===== src/rtl/outreg_pkg.sv =====
package outreg_pkg;

    typedef enum logic [1:0] {
        ST_EMPTY = 2'd0,
        ST_PEND  = 2'd1,
        ST_FULL  = 2'd2
    } orst_e;

endpackage


===== src/rtl/outreg_edge.sv =====
module outreg_edge (
    input  logic clk,
    input  logic mr_n,
    input  logic din,
    output logic fall
);

    logic prev_q;

    always_ff @(posedge clk) begin
        if (!mr_n) prev_q <= 1'b0;
        else       prev_q <= din;
    end

    assign fall = prev_q & ~din;

endmodule


===== src/rtl/outreg_data.sv =====
module outreg_data #(
    parameter int W = 4
) (
    input  logic         clk,
    input  logic         mr_n,
    input  logic         load,
    input  logic         shift,
    input  logic [W-1:0] din,
    output logic [W-1:0] q_par,
    output logic         ser_bit,
    output logic         last_shift
);

    // shift register one bit wider than the word: a marker bit sits above the data
    localparam int SW = W + 1;

    logic [SW-1:0] sh_q;
    logic [W-1:0]  par_q;

    always_ff @(posedge clk) begin
        if (!mr_n) begin
            sh_q  <= '0;
            par_q <= '0;
        end else if (load) begin
            sh_q  <= {1'b1, din};
            par_q <= din;
        end else if (shift) begin
            sh_q  <= {1'b0, sh_q[SW-1:1]};
        end
    end

    assign q_par      = par_q;
    assign ser_bit    = sh_q[0];
    // the marker has reached bit 1: the coming shift sends out the final data bit
    assign last_shift = sh_q[1] && (sh_q[SW-1:2] == '0);

endmodule


===== src/rtl/outreg_ctrl.sv =====
module outreg_ctrl
    import outreg_pkg::*;
(
    input  logic clk,
    input  logic mr_n,
    input  logic lead_n,
    input  logic xfer_par,
    input  logic xfer_ser_n,
    input  logic stk_valid,
    input  logic chain_en,
    input  logic shift_fall,
    input  logic last_shift,
    output logic load,
    output logic shift,
    output logic valid,
    output logic ser_en,
    output logic master
);

    orst_e state_q, state_d;
    logic  master_q;
    logic  req;

    assign req = xfer_par && !xfer_ser_n && stk_valid;

    always_ff @(posedge clk) begin
        if (!mr_n) master_q <= !lead_n;
    end

    always_ff @(posedge clk) begin
        if (!mr_n) state_q <= ST_EMPTY;
        else       state_q <= state_d;
    end

    always_comb begin
        state_d = state_q;
        unique case (state_q)
            ST_EMPTY: begin
                if (req) state_d = (master_q || chain_en) ? ST_FULL : ST_PEND;
            end
            ST_PEND: begin
                if (chain_en) state_d = ST_FULL;
            end
            ST_FULL: begin
                if (!xfer_par)                     state_d = ST_EMPTY;
                else if (shift_fall && last_shift) state_d = ST_EMPTY;
            end
            default: state_d = ST_EMPTY;
        endcase
    end

    always_comb begin
        load   = 1'b0;
        shift  = 1'b0;
        valid  = 1'b0;
        ser_en = 1'b0;
        unique case (state_q)
            ST_EMPTY: load = req;
            ST_PEND:  ;
            ST_FULL: begin
                valid  = 1'b1;
                ser_en = 1'b1;
                shift  = shift_fall;
            end
            default: ;
        endcase
    end

    assign master = master_q;

endmodule


===== src/rtl/sfifo_outreg.sv =====
module sfifo_outreg #(
    parameter int W = 4
) (
    input  logic         clk,
    input  logic         mr_n,
    input  logic         lead_n,
    input  logic [W-1:0] stk_word,
    input  logic         stk_valid,
    output logic         stk_take,
    input  logic         xfer_par,
    input  logic         xfer_ser_n,
    input  logic         ser_clk,
    input  logic         chain_en,
    input  logic         oe,
    output logic [W-1:0] q_par,
    output logic         q_par_en,
    output logic         q_ser,
    output logic         q_ser_en,
    output logic         out_valid
);

    logic sclk_fall;
    logic load_w;
    logic shift_w;
    logic last_w;
    logic master_q;

    outreg_edge u_edge (
        .clk  (clk),
        .mr_n (mr_n),
        .din  (ser_clk),
        .fall (sclk_fall)
    );

    outreg_ctrl u_ctrl (
        .clk        (clk),
        .mr_n       (mr_n),
        .lead_n     (lead_n),
        .xfer_par   (xfer_par),
        .xfer_ser_n (xfer_ser_n),
        .stk_valid  (stk_valid),
        .chain_en   (chain_en),
        .shift_fall (sclk_fall),
        .last_shift (last_w),
        .load       (load_w),
        .shift      (shift_w),
        .valid      (out_valid),
        .ser_en     (q_ser_en),
        .master     (master_q)
    );

    outreg_data #(.W(W)) u_data (
        .clk        (clk),
        .mr_n       (mr_n),
        .load       (load_w),
        .shift      (shift_w),
        .din        (stk_word),
        .q_par      (q_par),
        .ser_bit    (q_ser),
        .last_shift (last_w)
    );

    assign stk_take = load_w;
    assign q_par_en = oe;

endmodule


===== config.mk =====
export PLATFORM = sky130hd
export DESIGN_NAME = sfifo_outreg
export DESIGN_NICKNAME = d
export VERILOG_FILES = /design/src/rtl/outreg_pkg.sv /design/src/rtl/outreg_edge.sv /design/src/rtl/outreg_data.sv /design/src/rtl/outreg_ctrl.sv /design/src/rtl/sfifo_outreg.sv
export SDC_FILE = /design/constraint.sdc
export NUM_CORES = 1
export LEC_CHECK = 0
export BUFFER_PORTS_ARGS = -buffer_cell sky130_fd_sc_hd__buf_2
export CAP_MARGIN = 20
export CORE_AREA = 2 2 39 41
export CTS_CLUSTER_DIAMETER = 50
export CTS_CLUSTER_SIZE = 10
export DETAILED_ROUTE_END_ITERATION = 16
export DIE_AREA = 0 0 41 43
export PLACE_DENSITY = 0.72
export SETUP_SLACK_MARGIN = 0.15
export SLEW_MARGIN = 20
export SYNTH_ARGS = -nofsm -noshare
export SYNTH_HDL_FRONTEND = slang
export SYNTH_SLANG_ARGS = --single-unit

===== constraint.sdc =====
create_clock -name clk -period 1.6 [get_ports clk]
set_input_delay 0.16 -clock clk [delete_from_list [all_inputs] [get_ports clk]]
set_output_delay 0.16 -clock clk [all_outputs]
set_load 0.01 [all_outputs]

; Word level (Yosys, flattened, before mapping)
; Cells that the tools add are included.
[op_classes]
n_reduce_logical = 11
n_bitwise = 2
n_eq_ne = 5
n_mux = 11
[ops]
columns = operator, n
row1 = 2-bit two-way mux, 5
row2 = 5-bit two-way mux, 2
row3 = 2-bit one-hot mux with 3 select lines, 1
row4 = 1-bit logical AND, 4
row5 = 3-bit logical NOT, 1
row6 = 1-bit two-way mux, 3
row7 = "3-bit by 2-bit inequality test with 1-bit output, second input constant", 1
row8 = 3-bit AND reduction, 1
row9 = "2-bit by 1-bit == test with 1-bit output, second input constant", 1
row10 = "2-bit == test, second input constant", 1
row11 = 1-bit logical NOT, 2
row12 = 2-bit logical NOT, 1
row13 = "2-bit by 1-bit inequality test with 1-bit output, second input constant", 1
row14 = "2-bit inequality test, second input constant", 1
row15 = 2-bit nonzero test, 1
row16 = 1-bit bitwise AND, 1
row17 = 1-bit logical OR, 1
row18 = 1-bit NOT, 1
[totals]
wordCells = 34
regBits = 13
output_inout_bits = 9

; Logic depth before layout (Yosys ltp)
; Gate-level depths: netlist of the first run.
[depth]
ltp_word = 6
mapped_depth = 4
mapped_depth_nobuf = 3

; Cells and area by module
; Synthesis of the first run repeated with hierarchy kept, for this count alone.
[hier_totals]
hier_cells = 56
hier_area_um2 = 601.8
[by_module_without_submodules]
columns = module, instances, area_per_inst_um2, cells_each, seq_area_each_um2
row1 = outreg_data, 1, 391.6, 34, 180.2
row2 = outreg_ctrl, 1, 166.4, 18, 70.1
row3 = outreg_edge, 1, 36.3, 3, 20.0
row4 = sfifo_outreg, 1, 7.5, 1, 0.0

; Worst setup path after synthesis of the first run
; No wires, ideal clock.
[synth_timing]
path_type = flip-flop to flip-flop
start = register u_data.sh_q[3]
end = register u_ctrl.state_q[1]
path_slack_ps = 216
setup_ps = 116
synth_period_minus_slack_ps = 1384
stages_incl_launch_ff = 4
arrival_ps = 1268
cell_sequence = dfxtp_1 -> or4b_1 -> o311a_1 -> o211a_1
[synth_between]
elab_chain_cells = 5
[synth_lines]
columns = element, line
row1 = from (decl), outreg_data.sv:17  ; logic [SW-1:0] sh_q;
row2 = from (signal assigned), outreg_data.sv:25  ; sh_q <= {1'b1, din};
row3 = from (signal assigned), outreg_data.sv:28  ; sh_q <= {1'b0, sh_q[SW-1:1]};
row4 = 3-bit logical NOT, outreg_data.sv:35  ; assign last_shift = sh_q[1] && (sh_q[SW-1:2] == '0);
row5 = 1-bit logical AND, outreg_data.sv:35
row6 = 1-bit logical AND, outreg_ctrl.sv:46  ; else if (shift_fall && last_shift) state_d = ST_EMPTY;
row7 = 3-bit by 2-bit inequality test with 1-bit output (no source line), n/a
row8 = 3-bit AND reduction (no source line), n/a
row9 = to (signal assigned), outreg_ctrl.sv:32  ; else state_q <= state_d;
row10 = to (decl), outreg_ctrl.sv:20  ; orst_e state_q, state_d;
; No other way between the ends.
; A chain may end at the register's enable or synchronous reset.

; Worst setup path in the final report of the first run
; Ends and elaborated chain as after synthesis.

==> results.sh, run 1 <==
export IMPL_maxCapViolCount=0
export IMPL_dr_pass1_iters=4
export IMPL_ir_drop_mv=0.459
export IMPL_dieWidth_um=41
export IMPL_ys_async_sr_fraction=0
export IMPL_critPathMaxFanout=3
export IMPL_min_delay_start="chain_en"
export IMPL_cts_tree="done"
export IMPL_hpwl_um=914
export IMPL_leakagePower_nw=0.308
export IMPL_n_antenna_cell=0
export IMPL_ios=22
export IMPL_period_needed_ns=1.44
export IMPL_grt_pass1_wl_um=1960
export IMPL_syn_nets=79
export IMPL_combinationalPowerShare=0.115
export IMPL_ant_nets=0
export IMPL_cts_root_buf="clkbuf_4"
export IMPL_yosys_warnings=0
export IMPL_numCtsBuffers=3
export IMPL_fmax_mhz=696
export IMPL_p_seq_frac=0.558
export IMPL_synth_ff_type="dfxtp_1"
export IMPL_tightestPinTransition_ns=0.356
export IMPL_r2r_start="u_data.sh_q[3]"
export IMPL_dr_total_vias=561
export IMPL_worstHoldPathCells=2
export IMPL_antenna_found_initial=0
export IMPL_worstSetupPathType="reg -> reg"
export IMPL_finalHoldViolCount=0
export IMPL_htree_levels=1
export IMPL_drive_gt1_frac=0.341
export IMPL_core_area_sq_um=1380
export IMPL_portBuffers=19
export IMPL_clkSinkCount=13
export IMPL_hold_buffers=0
export IMPL_syn_mean_instance_area_sq_um=8.83
export IMPL_yosysSeqAreaShare=0.464
export IMPL_hold_class="in -> reg"
export IMPL_gp_congestion=0.728
export IMPL_switchingPower_uw=157
export IMPL_slew_viol_final=0
export IMPL_final_common_cell="buf_2"
export IMPL_reg2regPathDepth=3
export IMPL_clk_pin_slew_ns=0.08
export IMPL_hold_path_end="u_ctrl.state_q[0]"
export IMPL_grt_pass1_vias=488
export IMPL_min_period_over_period=0.898
export IMPL_post_cts_buffers=0
export IMPL_switching_share=0.249
export IMPL_layout_common_cells="19 x buf_2, 9 x dfxtp_1, 6 x a21oi_1"
export IMPL_clkPwrFrac=0.327
export IMPL_skew_ns=0.00117
export IMPL_nets=99
export IMPL_first_iter_violations=10
export IMPL_postSynthCellCount=66
export IMPL_setup_tns_ns=0
export IMPL_ys_ff_latch=13
export IMPL_clock_path_buffers=2
export IMPL_synth_cell_types=26
export IMPL_clock_latency_ns=0.28
export IMPL_power_density_nw_per_um2=882
export IMPL_arrival_ns=1.61
export IMPL_worst_setup_path_end_kind="flip-flop"
export IMPL_num_rows=14
export IMPL_routedWlPerCell_um=12.5
export IMPL_grt_use_total=0.170
export IMPL_syn_area_sq_um=583
export IMPL_netlist_area_leader_share=0.412
export IMPL_yosysTopAreaCell="dfxtp_1"
export IMPL_synth_area_leaders="dfxtp_1 41%, a21oi_1 5.2%, edfxtp_1 5.2%"
export IMPL_rrSetupSlack_ns=0.16
export IMPL_slew_headroom=0.762
export IMPL_synth_edf_count=1
export IMPL_intPower_uw=472
export IMPL_rsz0062_at_grt="yes"
export IMPL_cp_start_kind="flip-flop"
export IMPL_cp_startpoint="u_data.sh_q[3]"
export IMPL_wl_um=1260
export IMPL_crit_required_ns=1.78
export IMPL_setup_viol=0
export IMPL_die_area_sq_um=1760
export IMPL_area_delta_synth_final_pct=22.1
export IMPL_routed_via_density=5.55
export IMPL_initial_core_util=0.421
export IMPL_timing_rr_end="u_ctrl.state_q[1]"
export IMPL_fin_util=0.514
export IMPL_die_h_um=43
export IMPL_overflow=0
export IMPL_drc=0
export IMPL_status="complete, no violations"
export IMPL_grt_max_degree=12
cells in the mapped netlist (2+ instances only):
cell type and count:
o21ai_1 4, a31oi_1 4, nor2_1 4, a21oi_1 6, nand2_1 4, dfxtp_1 12, buf_4 2, clkbuf_1 3
nand3_1 4, o211ai_1 4, inv_1 4
worst max-delay path by stage:
stage,end,slack [ns]
finish,u_ctrl.state_q[1],0.16
global route,u_ctrl.state_q[1],0.14
CTS,u_ctrl.state_q[1],0.16
detailed placement,u_ctrl.state_q[1],0.16
global placement,u_ctrl.state_q[1],0.19
floorplan,u_ctrl.state_q[1],0.22
critical path, cell delays in order, from the launching register on:
cell and delay (ns):
dfxtp_2 0.33, or4b_1 0.50, o311a_1 0.29, o211a_1 0.21
per-layer routing:
layer	GRT usage	vias to the layer above	wire (um)
li1	-	284	-
met1	0.181	256	588
met2	0.269	16	568
met3	0.0471	5	57
met4	0.120	0	48
met5	0	-	0
kinds of logic after synthesis:
family,count (synthesis),synth area share
AND/OR/NAND/NOR,22,0.230
AO/OA/AOI/OAI,22,0.236
flip-flops,13,0.464
buffers and inverters,9,0.0708
cell type report:
cell class / instances / area, sq um
tap: 16 / 20.0
inverter: 4 / 15.0
clock buffer: 4 / 26.3
fill: 146 / 672
timing repair buffer: 20 / 103
sequential: 13 / 274
multi-input combinational: 44 / 274
power by group through the flow:
stage | clock [mW] | combinational, mW | sequential [mW]
after floorplan | 0 | 0.0438 | 0.358
after global placement | 0 | 0.0701 | 0.357
after detailed placement | 0 | 0.0712 | 0.358
after CTS | 0.208 | 0.0728 | 0.350
after global routing | 0.227 | 0.0808 | 0.353
final | 0.205 | 0.0724 | 0.351
registers in the layout, indices dropped and copies added, names as in the netlist:
signal          count
u_ctrl.master       1
u_ctrl.state_q      2
u_edge.prev_q       1
u_data.q_par        4
u_data.sh_q         5
timing repair:
action                     in CTS  in global routing
pin swaps                       1                  1
setup endpoints to repair       2                  2
resized for setup               2                  2
through the flow:
stage               cell area (sq um)  worst slack (ns)  power, mW  hold slack, ns  cells
floorplan                         583             0.216      0.402           0.238     66
global placement                  679             0.189      0.427           0.320     97
detailed placement                679             0.160      0.429           0.320     97
CTS                               709             0.164      0.631          0.0654    101
global route                      712             0.137      0.660          0.0569    101
finish                            712             0.163      0.628          0.0623    101
(Power assumes the default switching activity.)
==> inputs of run 2 (changes only) <==
Settings changed: CELL_PAD_IN_SITES_DETAIL_PLACEMENT set to 1, CELL_PAD_IN_SITES_GLOBAL_PLACEMENT set to 2, CORE_AREA 2 2 39 41 to unset, CORE_MARGIN set to 2, CORE_UTILIZATION set to 25, DIE_AREA 0 0 41 43 to unset, PLACE_DENSITY 0.72 to unset, PLACE_DENSITY_LB_ADDON set to 0.1.
==> results.sh, run 2 (synthesis gave the netlist of run 1 again) <==
export IMPL_worstSetupPathType="reg -> reg"
export IMPL_grt_pass1_vias=591
export IMPL_post_cts_buffers=0
export IMPL_setup_tns_ns=0
export IMPL_worstHoldPathCells=2
export IMPL_wl_um=1600
export IMPL_slew_headroom=0.735
export IMPL_rsz0062_at_grt="yes"
export IMPL_layout_common_cells="19 x buf_2, 8 x dfxtp_1, 6 x a21oi_1"
export IMPL_cts_root_buf="clkbuf_4"
export IMPL_period_needed_ns=1.44
export IMPL_skew_ns=0.000605
export IMPL_grt_use_total=0.140
export IMPL_cpMaxStageDelayCell="or4b_1"
export IMPL_path_cells="or4b_1 -> o311a_1 -> o211a_1"
export IMPL_dr_pass1_iters=4
export IMPL_clock_latency_ns=0.27
export IMPL_leakagePower_nw=0.309
export IMPL_first_iter_violations=5
export IMPL_routed_via_density=4.96
export IMPL_r2r_start="u_data.sh_q[3]"
export IMPL_clkSinkCount=13
export IMPL_gp_congestion=0.671
export IMPL_overflow=0
export IMPL_tightestPinTransition_ns=0.397
export IMPL_routedWlPerCell_um=14.2
export IMPL_hold_class="in -> reg"
export IMPL_hold_path_end="u_ctrl.state_q[0]"
export IMPL_n_antenna_cell=0
export IMPL_core_area_sq_um=2210
export IMPL_drc=0
export IMPL_antenna_found_initial=0
export IMPL_setup_ws_ns=0.163
export IMPL_cts_tree="done"
export IMPL_clock_path_buffers=2
export IMPL_ir_drop_mv=0.490
export IMPL_cp_start_kind="flip-flop"
export IMPL_slew_viol_final=0
export IMPL_arrival_ns=1.61
export IMPL_fin_util=0.329
export IMPL_area_delta_synth_final_pct=24.9
export IMPL_maxCapViolCount=0
export IMPL_postLayoutCellArea_sq_um=728
export IMPL_pre_cts_slack_ns=0.161
export IMPL_fmax_mhz=696
export IMPL_grt_max_degree=12
export IMPL_die_h_um=52.3
export IMPL_regArea_sq_um=275
export IMPL_timing_rr_end="u_ctrl.state_q[1]"
export IMPL_numCtsBuffers=3
export IMPL_largest_register_ffs=5
export IMPL_drive_gt1_frac=0.353
export IMPL_placed_cells=109
export IMPL_dpl_cell_area_sq_um=694
export IMPL_finalHoldViolCount=0
export IMPL_reg2regPathDepth=3
export IMPL_htree_levels=1
export IMPL_clk_pin_slew_ns=0.08
export IMPL_finalPower_uw=635
export IMPL_min_delay_start="chain_en"
export IMPL_initial_core_util=0.264
export IMPL_setup_viol=0
export IMPL_power_density_nw_per_um2=871
export IMPL_cp_startpoint="u_data.sh_q[3]"
export IMPL_nets=99
export IMPL_status="complete, no violations"
export IMPL_multiInputGateArea_sq_um=274
export IMPL_num_rows=17
export IMPL_whs_ns=0.0663
export IMPL_critPathMaxFanout=3
export IMPL_final_common_cell="buf_2"
export IMPL_dieWidth_um=52.3
export IMPL_dr_total_vias=560
export IMPL_max_stage_delay_ns=0.51
export IMPL_portBuffers=19
export IMPL_min_period_over_period=0.898
export IMPL_fin_cells=113
export IMPL_ant_nets=0
export IMPL_worst_setup_path_end_kind="flip-flop"
export IMPL_largest_register="u_data.sh_q"
export IMPL_ios=22
export IMPL_fillerInstances=278
export IMPL_die_area_sq_um=2730
export IMPL_grt_pass1_wl_um=2750
export IMPL_rrSetupSlack_ns=0.16
export IMPL_crit_required_ns=1.77
export IMPL_hpwl_um=1150
-- run 2: cell counts in the layout (fill, tap and decap cells not counted) --
Identical to the previous run, type by type.
-- run 2: final cells by class --
| class | count | share of cell area |
|---|---|---|
| multi-input cells | 44 | 0.376 |
| repair buffers | 20 | 0.141 |
| inverters | 4 | 0.0206 |
| well taps | 28 | 0.0481 |
| clock buffers | 4 | 0.0361 |
| flip-flops and latches | 13 | 0.378 |
-- run 2: worst max-delay path: cells and delay by family (launching register included) --
kind	cells	cell delay [ns]
and+or+nand+nor	1	0.51
DFF	1	0.33
AOI/OAI and AO/OA	2	0.49
-- run 2: what timing repair did --
item | 4_1_cts | 5_1_grt
endpoints found under the hold margin | 0 | 0
hold buffers | 0 | 0
pin swaps | 1 | 1
setup endpoints to repair | 2 | 2
resized for setup | 2 | 3
-- run 2: how the worst max path moves through the flow --
stage	to	slack, ns	depth (start not counted)
6_report	u_ctrl.state_q[1]	0.16	3
5_1_grt	u_ctrl.state_q[1]	0.14	3
4_1_cts	u_ctrl.state_q[1]	0.17	3
3_5_place_dp	u_ctrl.state_q[1]	0.16	3
3_3_place_gp	u_ctrl.state_q[1]	0.18	3
2_1_floorplan	u_ctrl.state_q[1]	0.22	3
-- run 2: metal layers --
metal / track usage / wire length [um] / vias up
li1: - / - / 280
met1: 0.172 / 766 / 267
met2: 0.225 / 750 / 11
met3: 0.0571 / 73 / 2
met4: 0.0385 / 13 / 0
met5: 0 / 0 / -
-- run 2: where the power goes --
group	leakage (nW)	total, mW	switching (mW)	internal, mW
logic	0.184	0.0744	0.0407	0.0336
clock network	0.0150	0.209	0.112	0.0966
registers	0.109	0.351	0.00979	0.342
